### src/rtl/mc16_cpu.sv
module mc16_cpu #(
  parameter int CW        = 32,
  parameter int HALT_ADDR = 1000
)(
  input  logic          clk,
  input  logic          rst,
  output logic [9:0]    mem_addr,
  output logic [15:0]   mem_wdata,
  input  logic [15:0]   mem_rdata,
  output logic          mem_we,
  output logic          halted,
  output logic [CW-1:0] cycle_count
);
  localparam int AW = 10;
  localparam int NR = 8;
  localparam logic [3:0] FETCH_LAST = 4'd2;
  localparam logic [3:0] EX0 = 4'd3;

  typedef enum logic [3:0] {
    K_LD, K_ST, K_JMP, K_CALL, K_MOV, K_LDR, K_STR,
    K_ADD, K_CMP, K_INC, K_RET, K_JAL, K_JR, K_NOP
  } kind_t;

  function automatic kind_t decode(input logic [15:0] w);
    kind_t k;
    k = K_NOP;
    case (w[15:13])
      3'd0: k = K_LD;
      3'd1: k = K_ST;
      3'd2: k = K_JMP;
      3'd3: k = K_CALL;
      3'd7: if (w[8:6] == 3'd0)
        case (w[12:9])
          4'd0: k = K_MOV;
          4'd1: k = K_LDR;
          4'd2: k = K_STR;
          4'd3: k = K_ADD;
          4'd4: k = K_CMP;
          4'd5: k = K_INC;
          4'd6: k = K_RET;
          4'd7: k = K_JAL;
          4'd8: k = K_JR;
          default: k = K_NOP;
        endcase
      default: k = K_NOP;
    endcase
    return k;
  endfunction

  function automatic logic [3:0] exec_len(input kind_t k);
    case (k)
      K_LD, K_ST, K_LDR, K_STR, K_JAL: return 4'd3;
      K_JMP, K_MOV, K_ADD, K_INC:      return 4'd2;
      K_CMP, K_JR:                     return 4'd1;
      K_CALL:                          return 4'd6;
      K_RET:                           return 4'd5;
      default:                         return 4'd0;
    endcase
  endfunction

  logic [AW-1:0] pc, mar;
  logic [15:0]   mdr, ir, t;
  logic [15:0]   rf [NR];
  logic          zf, sf;
  logic [3:0]    step, nstep, ex, xl;
  kind_t         kind;

  wire [2:0]    ra  = ir[12:10];
  wire [2:0]    r1  = ir[5:3];
  wire [2:0]    r2  = ir[2:0];
  wire [AW-1:0] ads = ir[9:0];
  wire [16:0]   diff = {rf[r1][15], rf[r1]} - {rf[r2][15], rf[r2]};

  assign kind = decode(ir);
  assign xl   = exec_len(kind);
  assign ex   = step - EX0;

  logic take;
  always_comb
    case (ra)
      3'd0: take = 1'b1;
      3'd1: take = zf;
      3'd2: take = !zf;
      3'd3: take = sf;
      3'd4: take = sf || zf;
      3'd5: take = !sf;
      3'd6: take = !sf && !zf;
      default: take = 1'b0;
    endcase

  always_comb
    if (step < FETCH_LAST)       nstep = step + 4'd1;
    else if (step == FETCH_LAST) nstep = (exec_len(decode(mem_rdata)) == 4'd0) ? 4'd0 : EX0;
    else                         nstep = (ex == xl - 4'd1) ? 4'd0 : step + 4'd1;

  assign mem_addr  = mar;
  assign mem_wdata = mdr;
  assign mem_we    = !halted && step >= EX0 &&
                     (((kind == K_ST || kind == K_STR) && ex == 4'd2) ||
                      (kind == K_CALL && ex == 4'd4));

  always_ff @(posedge clk) begin
    if (rst) begin
      pc <= '0; mar <= '0; mdr <= '0; ir <= '0; t <= '0;
      zf <= 1'b0; sf <= 1'b0; step <= '0; halted <= 1'b0; cycle_count <= '0;
      for (int i = 0; i < NR; i++) rf[i] <= '0;
    end else if (!halted) begin
      cycle_count <= cycle_count + 1'b1;
      step <= nstep;
      case (step)
        4'd0: mar <= pc;
        4'd1: ;
        4'd2: begin ir <= mem_rdata; pc <= pc + 1'b1; end
        default:
          case (kind)
            K_LD: case (ex)
              4'd0: mar <= ads;
              4'd2: rf[ra] <= mem_rdata;
              default: ;
            endcase
            K_ST: case (ex)
              4'd0: mar <= ads;
              4'd1: mdr <= rf[ra];
              default: ;
            endcase
            K_JMP: if (ex == 4'd1 && take) pc <= ads;
            K_CALL: case (ex)
              4'd0: t <= rf[7] + 16'd1;
              4'd1: rf[7] <= t;
              4'd2: mar <= rf[7][AW-1:0];
              4'd3: mdr <= {{(16-AW){1'b0}}, pc};
              4'd5: begin pc <= ads; halted <= (ads == AW'(HALT_ADDR)); end
              default: ;
            endcase
            K_MOV: case (ex)
              4'd0: t <= rf[r1];
              4'd1: rf[r2] <= t;
              default: ;
            endcase
            K_LDR: case (ex)
              4'd0: mar <= rf[r1][AW-1:0];
              4'd2: rf[r2] <= mem_rdata;
              default: ;
            endcase
            K_STR: case (ex)
              4'd0: mdr <= rf[r1];
              4'd1: mar <= rf[r2][AW-1:0];
              default: ;
            endcase
            K_ADD, K_INC: case (ex)
              4'd0: t <= rf[r1] + ((kind == K_ADD) ? rf[r2] : 16'd1);
              4'd1: rf[r1] <= t;
              default: ;
            endcase
            K_CMP: begin zf <= (diff == 17'd0); sf <= diff[16]; end
            K_RET: case (ex)
              4'd0: mar <= rf[7][AW-1:0];
              4'd2: pc <= mem_rdata[AW-1:0];
              4'd3: t <= rf[7] - 16'd1;
              4'd4: rf[7] <= t;
              default: ;
            endcase
            K_JAL: case (ex)
              4'd0: mar <= pc;
              4'd2: begin
                rf[r1] <= {{(16-AW){1'b0}}, pc + 1'b1};
                pc <= mem_rdata[AW-1:0];
              end
              default: ;
            endcase
            K_JR: pc <= rf[r1][AW-1:0];
            default: ;
          endcase
      endcase
    end
  end
endmodule


### config.mk
export PLATFORM = sky130hd
export DESIGN_NAME = mc16_cpu
export DESIGN_NICKNAME = d
export VERILOG_FILES = /design/src/rtl/mc16_cpu.sv
export SDC_FILE = /design/constraint.sdc
export NUM_CORES = 1
export LEC_CHECK = 0
export BUFFER_PORTS_ARGS = -buffer_cell sky130_fd_sc_hd__buf_2
export CAP_MARGIN = 10
export CORE_ASPECT_RATIO = 1.4
export CORE_UTILIZATION = 50
export DETAILED_ROUTE_END_ITERATION = 8
export GPL_ROUTABILITY_DRIVEN = 0
export PLACE_DENSITY_LB_ADDON = 0.12
export RECOVER_POWER = 100
export SYNTH_ARGS = -nofsm -noshare
export SYNTH_HDL_FRONTEND = slang
export SYNTH_SLANG_ARGS = --single-unit
### constraint.sdc
create_clock -name clk -period 10 [get_ports clk]
set_clock_uncertainty 0.15 [all_clocks]
set_input_delay 0.5 -clock clk [delete_from_list [all_inputs] [get_ports clk]]
set_output_delay 0.5 -clock clk [all_outputs]
set_load 0.03 [all_outputs]
==> impl_metrics.xml, run 1 <==
<?xml version="1.0" encoding="UTF-8"?>
<metrics>
  <group name="run_status">
    <metric name="outcome" unit="">complete, but fails checks</metric>
    <metric name="violated_checks" unit="">capacitance limit, slew limit</metric>
  </group>
  <group name="hold_path">
    <metric name="min_path_type" unit="">input port to flop</metric>
  </group>
  <group name="critical_path">
    <metric name="timing.critical_path.from_type" unit="">flop</metric>
    <metric name="worst-path-max-fanout" unit="">32</metric>
    <metric name="critical_path.max_stage_delay" unit="ps">2020</metric>
    <metric name="critPathSlowestCell" unit="">sky130_fd_sc_hd__clkbuf_1</metric>
    <metric name="cp-end-kind" unit="">flop</metric>
    <metric name="crit_required" unit="ps">10330</metric>
    <metric name="arrival_time_of_the_worst_setup_path" unit="ps">6920</metric>
    <metric name="critical_path.n_buffers_inverters" unit="">1</metric>
    <metric name="crit_chain" unit="">clkbuf_1, mux4_2, mux2i_1, ha_1, nor2b_1, o21a_1, o21a_1, o31a_1, o31ai_1, nand3_1, a2111o_1, o31ai_1</metric>
    <metric name="critical_path_class" unit="">flop to flop</metric>
    <metric name="path_delay_family" unit="">buffers and inverters</metric>
  </group>
  <group name="route">
    <metric name="drt_pass1_iterations" unit="">5</metric>
    <metric name="drt-wirelength-per-cell" unit="um">25.3</metric>
    <metric name="drc_errors" unit="">0</metric>
    <metric name="routed_via_density" unit="">6.55</metric>
    <metric name="postRouteAntennaNets" unit="">0</metric>
    <metric name="drt_iter0_drc" unit="">1429</metric>
    <metric name="drt_wl_total" unit="um">55200</metric>
    <metric name="via_count" unit="">14300</metric>
  </group>
  <group name="logic_synthesis">
    <metric name="synth-seq-cells" unit="">248</metric>
    <metric name="synth_sequential_area_ratio" unit="%">36.7</metric>
    <metric name="synth_top_flop_cell" unit="">sky130_fd_sc_hd__edfxtp_1</metric>
    <metric name="yosys_warnings" unit="">0</metric>
    <metric name="syn_nets" unit="">1774</metric>
    <metric name="synthesis.instances" unit="">1695</metric>
    <metric name="synth.lib_cells_used.distinct" unit="">89</metric>
    <metric name="synthesis.area" unit="sq um">17000</metric>
    <metric name="synth_enable_flop_cells" unit="">128</metric>
    <metric name="post_synth.cell_area_avg" unit="sq um">10.0</metric>
    <metric name="synth-async-reset-ratio" unit="%">0</metric>
  </group>
  <group name="power">
    <metric name="total_power" unit="mW">2.90</metric>
    <metric name="power.static_leakage" unit="nW">6.41</metric>
    <metric name="worst_ir_drop_vdd" unit="mV">0.169</metric>
    <metric name="power_per_cell_area" unit="nW/um^2">158</metric>
  </group>
  <group name="layout">
    <metric name="n_antenna_cell" unit="">0</metric>
    <metric name="layout.cells.most_common" unit="">sky130_fd_sc_hd__nor2_1</metric>
    <metric name="finalNetCount" unit="">1795</metric>
    <metric name="most-common-layout-cells" unit="">sky130_fd_sc_hd__nor2_1, sky130_fd_sc_hd__edfxtp_1, sky130_fd_sc_hd__nand2_1, sky130_fd_sc_hd__dfxtp_1, sky130_fd_sc_hd__a21oi_1</metric>
    <metric name="drive_above_1_share" unit="%">14.2</metric>
    <metric name="areaGrowthSynthToFinish" unit="%">8.03</metric>
    <metric name="number_of_non_filler_instances_in_the_completed_layout" unit="">2181</metric>
  </group>
  <group name="place">
    <metric name="placed_cells" unit="">2132</metric>
    <metric name="hpwlAfterDp" unit="um">40400</metric>
    <metric name="place.port_buffers" unit="">77</metric>
  </group>
  <group name="floorplan">
    <metric name="die_height" unit="um">220</metric>
    <metric name="die_area" unit="sq um">34800</metric>
    <metric name="starting_density_of_the_core" unit="%">51.0</metric>
    <metric name="core.rowCount" unit="">79</metric>
    <metric name="io-pin-count" unit="">78</metric>
    <metric name="die_width" unit="um">158</metric>
    <metric name="core" unit="sq um">33300</metric>
  </group>
  <group name="sta">
    <metric name="tightestPinTransition" unit="ps">3560</metric>
    <metric name="setup_violation_total_in_the_final_timing_report" unit="">0</metric>
    <metric name="finalWorstPathRequiredPeriod" unit="ps">6590</metric>
    <metric name="timing.final.hold_violations" unit="">0</metric>
    <metric name="timing.slew.headroom" unit="%">-138</metric>
    <metric name="tns" unit="ps">0</metric>
    <metric name="report.final.slew_viol_count" unit="">153</metric>
    <metric name="finalCritPeriodShare" unit="%">65.9</metric>
    <metric name="fmax" unit="MHz">152</metric>
    <metric name="unrepaired_setup_endpoints_after_global_routing" unit="">no</metric>
  </group>
  <group name="clock_tree">
    <metric name="clk_latency" unit="ps">580</metric>
    <metric name="cts_made_buffers" unit="">27</metric>
    <metric name="post-cts-setup-buffers" unit="">0</metric>
    <metric name="max-clock-path-buffers" unit="">3</metric>
    <metric name="cts_root_buffer" unit="">sky130_fd_sc_hd__clkbuf_16</metric>
    <metric name="tritoncts" unit="">done</metric>
    <metric name="postCtsResizedCells" unit="">0</metric>
    <metric name="hold_fix_buffers_at_cts" unit="">0</metric>
    <metric name="cts_num_sinks" unit="">248</metric>
    <metric name="htree_num_levels" unit="">1</metric>
    <metric name="clkTransAtPathRegs" unit="ps">60</metric>
  </group>
  <group name="global_route">
    <metric name="globalRoute.totalOverflow" unit="">0</metric>
    <metric name="grt_use_total" unit="%">32.1</metric>
    <metric name="grt_start_max_net_pins" unit="">78</metric>
    <metric name="grt_antenna_before_repair" unit="">0</metric>
    <metric name="via_count_of_the_first_global_routing_pass" unit="">13500</metric>
    <metric name="grt_pass1_wl" unit="um">83000</metric>
  </group>
  <group name="job">
    <metric name="maxCapViolCount" unit="">6</metric>
  </group>
</metrics>
power by group:
part	leakage, nW	total, mW	internal, mW	switching (mW)
sequential	2.29	1.18	1.11	0.0640
combinational	3.68	0.703	0.267	0.436
clock	0.435	1.02	0.579	0.444
total	6.41	2.90	1.96	0.944
layer usage:
layer / routed length, um / GRT usage, % / vias to the layer above
met3: 4850 / 5.95 / 177
met5: 0 / 0 / -
met1: 21200 / 39.8 / 6965
li1: - / - / 6439
met2: 26000 / 52.7 / 696
met4: 3220 / 17.7 / 0
flip-flops by register name, indices dropped and copies added, names as in the netlist, named ones only:
name         flops
ir              16
sf               1
mem_wdata       16
pc              10
halted           1
zf               1
rf             128
t               16
mem_addr        10
cycle_count     32
step             4
final cells by class:
class / count / area [sq um]
sequential: 248 / 6250
multi-input combinational: 1277 / 9970
clock inverter: 16 / 154
inverter: 56 / 210
tap: 445 / 557
timing repair buffer: 106 / 485
fill: 3055 / 14900
clock buffer: 33 / 738
worst reg2reg max path: stages, from the launching register on:
cell and delay [ps]:
sky130_fd_sc_hd__dfxtp_1 320, sky130_fd_sc_hd__clkbuf_1 2020, sky130_fd_sc_hd__mux4_2 720, sky130_fd_sc_hd__mux2i_1 920, sky130_fd_sc_hd__ha_1 460, sky130_fd_sc_hd__nor2b_1 170, sky130_fd_sc_hd__o21a_1 170, sky130_fd_sc_hd__o21a_1 180
sky130_fd_sc_hd__o31a_1 280, sky130_fd_sc_hd__o31ai_1 400, sky130_fd_sc_hd__nand3_1 140, sky130_fd_sc_hd__a2111o_1 380, sky130_fd_sc_hd__o31ai_1 180
worst paths after layout:
| path | startpoint | end | slack [ps] | depth (start not counted) |
|---|---|---|---|---|
| setup / recovery | flop | zf | 3410 | 12 |
| hold / removal | mem_rdata[7] | ir[7] | 80 | 3 |
| setup reg to reg | flop | zf | 3410 | 12 |
| hold reg to reg | cycle_count[6] | cycle_count[6] | 330 | 2 |
stage by stage:
| step | cell area (sq um) | hold slack (ps) | setup WS [ps] | util [%] |
|---|---|---|---|---|
| 6_report | 18400 | 75.8 | 3410 | 55.1 |
| 5_1_grt | 18400 | 77.6 | 2910 | 55.1 |
| 4_1_cts | 18600 | 52.4 | 4320 | 55.8 |
| 3_5_place_dp | 17700 | 317 | 4340 | 53.1 |
| 3_3_place_gp | 17700 | 306 | 4580 | 53.1 |
| 2_1_floorplan | 17000 | 322 | 5490 | - |
cells by family after synthesis:
family	share of synthesized area, %
simple gates	16.7
compound gates	15.9
xor+xnor	2.94
mux	19.0
fa+ha+maj	4.62
buf+inv	4.15
flops	36.7
Yosys cell counts, types with 8 or more instances:
master,n,area (sq um)
sky130_fd_sc_hd__a211o_1,10,87.6
sky130_fd_sc_hd__a211oi_1,45,338
sky130_fd_sc_hd__a21o_1,10,75.1
sky130_fd_sc_hd__a21oi_1,103,515
sky130_fd_sc_hd__a221oi_1,25,219
sky130_fd_sc_hd__a22oi_1,9,67.6
sky130_fd_sc_hd__a31oi_1,14,87.6
sky130_fd_sc_hd__and2_1,9,56.3
sky130_fd_sc_hd__and3_1,17,106
sky130_fd_sc_hd__buf_1,13,48.8
sky130_fd_sc_hd__buf_2,17,85.1
sky130_fd_sc_hd__clkbuf_1,76,285
sky130_fd_sc_hd__dfxtp_1,120,2400
sky130_fd_sc_hd__edfxtp_1,128,3840
sky130_fd_sc_hd__ha_1,58,726
sky130_fd_sc_hd__inv_1,56,210
sky130_fd_sc_hd__mux2_2,20,225
sky130_fd_sc_hd__mux2i_1,74,741
sky130_fd_sc_hd__mux4_2,96,2160
sky130_fd_sc_hd__nand2_1,118,443
sky130_fd_sc_hd__nand2b_1,18,113
sky130_fd_sc_hd__nand3_1,32,160
sky130_fd_sc_hd__nand4_1,11,68.8
sky130_fd_sc_hd__nor2_1,187,702
sky130_fd_sc_hd__nor2_2,28,175
sky130_fd_sc_hd__nor2b_1,50,313
sky130_fd_sc_hd__nor3_1,30,150
sky130_fd_sc_hd__o211ai_1,8,60.1
sky130_fd_sc_hd__o21a_1,9,67.6
sky130_fd_sc_hd__o21ai_0,65,325
sky130_fd_sc_hd__o22ai_1,14,87.6
sky130_fd_sc_hd__or2_2,13,81.3
sky130_fd_sc_hd__or3_1,15,93.8
sky130_fd_sc_hd__xnor2_1,34,298
sky130_fd_sc_hd__xor2_1,23,201
(Power assumes the default switching activity.)
==> run 2: changes to the inputs <==
- clock period: 10 -> 5.5 ns (I/O delays scaled with it)
==> run 2 against run 1 <==
  * The flow still finishes with violations (capacitance limit, slew limit)
  * Global-route usage barely moved
  * Via count increased by 1.4%
  * Non-clock buffer count grew 46
  * Sequential cell count stayed put
  * Die area stayed put
  * Largest power group unchanged
  * Highest routed layer is now met5
==> impl_metrics.xml, run 2 (synthesized netlist as in run 1, its figures left out) <==
<?xml version="1.0" encoding="UTF-8"?>
<metrics>
  <group name="run_status">
    <metric name="outcome" unit="">complete, but fails checks</metric>
    <metric name="violated_checks" unit="">capacitance limit, slew limit</metric>
  </group>
  <group name="route">
    <metric name="drc_errors" unit="">0</metric>
    <metric name="postRouteAntennaNets" unit="">0</metric>
    <metric name="drt-wirelength-per-cell" unit="um">24.7</metric>
    <metric name="routed_via_density" unit="">6.50</metric>
    <metric name="drt_iter0_drc" unit="">1541</metric>
    <metric name="drt_pass1_iterations" unit="">6</metric>
    <metric name="via_count" unit="">14500</metric>
    <metric name="drt_wl_total" unit="um">55000</metric>
  </group>
  <group name="hold_path">
    <metric name="worstHoldEndpoint" unit="">cycle_count[6]</metric>
    <metric name="min_path_type" unit="">flop to flop</metric>
    <metric name="holdCritStartpoint" unit="">cycle_count[6]</metric>
    <metric name="min_delay_path_depth" unit="">2</metric>
  </group>
  <group name="sta">
    <metric name="timing.final.hold_violations" unit="">0</metric>
    <metric name="fmax" unit="MHz">193</metric>
    <metric name="tightestPinTransition" unit="ps">3530</metric>
    <metric name="tns" unit="ps">0</metric>
    <metric name="unrepaired_setup_endpoints_after_global_routing" unit="">no</metric>
    <metric name="finalWorstPathRequiredPeriod" unit="ps">5170</metric>
    <metric name="fin_ws" unit="ps">326</metric>
    <metric name="finalCritPeriodShare" unit="%">94.1</metric>
    <metric name="report.final.slew_viol_count" unit="">90</metric>
    <metric name="hold_slack" unit="ps">332</metric>
    <metric name="setup_violation_total_in_the_final_timing_report" unit="">0</metric>
    <metric name="timing.slew.headroom" unit="%">-135</metric>
  </group>
  <group name="clock_tree">
    <metric name="tritoncts" unit="">done</metric>
    <metric name="cts_root_buffer" unit="">sky130_fd_sc_hd__clkbuf_16</metric>
    <metric name="htree_num_levels" unit="">1</metric>
    <metric name="max-clock-path-buffers" unit="">3</metric>
    <metric name="clk_latency" unit="ps">580</metric>
    <metric name="cts_num_sinks" unit="">248</metric>
    <metric name="postCtsResizedCells" unit="">0</metric>
    <metric name="clkTransAtPathRegs" unit="ps">70</metric>
    <metric name="cts_made_buffers" unit="">27</metric>
    <metric name="post-cts-setup-buffers" unit="">0</metric>
  </group>
  <group name="layout">
    <metric name="largest_reg_flops" unit="">128</metric>
    <metric name="finalNetCount" unit="">1841</metric>
    <metric name="areaGrowthSynthToFinish" unit="%">10.6</metric>
    <metric name="largest-register" unit="">rf</metric>
    <metric name="drive_above_1_share" unit="%">15.4</metric>
    <metric name="number_of_non_filler_instances_in_the_completed_layout" unit="">2228</metric>
    <metric name="n_antenna_cell" unit="">0</metric>
    <metric name="layout.cells.most_common" unit="">sky130_fd_sc_hd__nor2_1</metric>
    <metric name="most-common-layout-cells" unit="">sky130_fd_sc_hd__nor2_1, sky130_fd_sc_hd__edfxtp_1, sky130_fd_sc_hd__nand2_1, sky130_fd_sc_hd__dfxtp_1, sky130_fd_sc_hd__a21oi_1</metric>
    <metric name="largest_registers" unit="">rf: 128 flops, cycle_count: 32 flops</metric>
  </group>
  <group name="place">
    <metric name="placed_cells" unit="">2156</metric>
    <metric name="hpwlAfterDp" unit="um">41400</metric>
    <metric name="place.port_buffers" unit="">77</metric>
    <metric name="dp_worst_setup_slack" unit="ps">529</metric>
  </group>
  <group name="critical_path">
    <metric name="r2r-end" unit="">t[15]</metric>
    <metric name="worst-path-max-fanout" unit="">20</metric>
    <metric name="critical_path_class" unit="">flop to flop</metric>
    <metric name="cp-end-kind" unit="">flop</metric>
    <metric name="timing.critical_path.from_type" unit="">flop</metric>
    <metric name="arrival_time_of_the_worst_setup_path" unit="ps">5520</metric>
    <metric name="crit_required" unit="ps">5850</metric>
    <metric name="reg2reg_setup_slack" unit="ps">330</metric>
    <metric name="reg2regPathDepth" unit="">14</metric>
  </group>
  <group name="global_route">
    <metric name="grt_start_max_net_pins" unit="">77</metric>
    <metric name="grt_use_total" unit="%">32.1</metric>
    <metric name="via_count_of_the_first_global_routing_pass" unit="">14000</metric>
    <metric name="grt_pass1_wl" unit="um">83500</metric>
    <metric name="globalRoute.totalOverflow" unit="">0</metric>
    <metric name="grt_antenna_before_repair" unit="">1</metric>
  </group>
  <group name="floorplan">
    <metric name="die_area" unit="sq um">34800</metric>
    <metric name="die_height" unit="um">220</metric>
    <metric name="die_width" unit="um">158</metric>
    <metric name="io-pin-count" unit="">78</metric>
    <metric name="core" unit="sq um">33300</metric>
    <metric name="starting_density_of_the_core" unit="%">51.0</metric>
    <metric name="core.rowCount" unit="">79</metric>
  </group>
  <group name="power">
    <metric name="worst_ir_drop_vdd" unit="mV">0.266</metric>
    <metric name="power.share.combinational" unit="%">24.3</metric>
    <metric name="power.internal" unit="mW">3.64</metric>
    <metric name="power_switching_share" unit="%">32.1</metric>
    <metric name="power_per_cell_area" unit="nW/um^2">285</metric>
    <metric name="power.static_leakage" unit="nW">6.68</metric>
    <metric name="power.clock.fraction" unit="%">35.6</metric>
    <metric name="p_sw" unit="mW">1.72</metric>
    <metric name="power.share.sequential" unit="%">40.1</metric>
  </group>
  <group name="job">
    <metric name="maxCapViolCount" unit="">2</metric>
  </group>
</metrics>
-- run 2: changes by cell type in the layout (fill, tap and decap cells not counted), sizes merged --
cell and delta:
clkinv -1, clkbuf +8, clkinvlp -1, dlygate4sd3 +22, bufinv +1, buf +18
-- run 2: power groups by stage --
stage	Sequential, mW	Combinational [mW]	Clock, mW
2_1_floorplan	2.15	0.891	0
3_3_place_gp	2.18	1.26	0
3_5_place_dp	2.18	1.27	0
4_1_cts	2.14	1.29	1.93
5_1_grt	2.16	1.40	2.00
6_report	2.15	1.30	1.91
-- run 2: timing repair --
item | CTS | global route
endpoints found under the setup margin | 0 | 0
hold buffers | 22 | 0
hold endpoints to repair | 34 | 0
-- run 2: routing by layer --
metal	up-vias	routed length, um	track usage, %
li1	6524	-	-
met1	7102	21000	38.7
met2	660	26600	53.9
met3	188	3810	4.37
met4	2	3570	20.3
met5	-	11	0
-- run 2: worst max-delay path by stage --
stage	startpoint	endpoint	slack (ps)	cells past startpoint
after floorplan	ir[14]	t[12]	990	20
after global placement	ir[6]	t[12]	720	21
after detailed placement	ir[14]	t[14]	530	21
after CTS	ir[14]	t[14]	490	21
after global routing	ir[14]	t[14]	7	21
final	flop	t[15]	330	14
-- run 2: worst max-delay path, stage by stage (launching register included) --
cell and delay (ps):
sky130_fd_sc_hd__dfxtp_1 770, sky130_fd_sc_hd__clkbuf_1 1060, sky130_fd_sc_hd__mux4_2 450, sky130_fd_sc_hd__mux2i_1 150, sky130_fd_sc_hd__buf_4 210, sky130_fd_sc_hd__inv_1 180
sky130_fd_sc_hd__ha_1 360, sky130_fd_sc_hd__a211oi_1 310, sky130_fd_sc_hd__nor2_1 130, sky130_fd_sc_hd__o21ai_0 370, sky130_fd_sc_hd__o211ai_1 240, sky130_fd_sc_hd__o21bai_1 250
sky130_fd_sc_hd__o21ai_0 150, sky130_fd_sc_hd__xnor2_1 150, sky130_fd_sc_hd__o31ai_1 180
-- run 2: per-stage QoR --
step	util [%]	instance area (sq um)	total power, mW
floorplan	-	17000	3.05
global placement	53.6	17900	3.44
detailed placement	53.6	17900	3.45
CTS	57.1	19000	5.37
global route	56.4	18800	5.56
finish	56.4	18800	5.36
-- run 2: layout make-up --
class | instances | area, sq um
repair buffers | 152 | 878
clock buffers | 35 | 748
fillers | 2953 | 14500
flip-flops and latches | 248 | 6250
clock inverters | 15 | 173
multi-input cells | 1277 | 9990
well taps | 445 | 557
inverters | 56 | 210
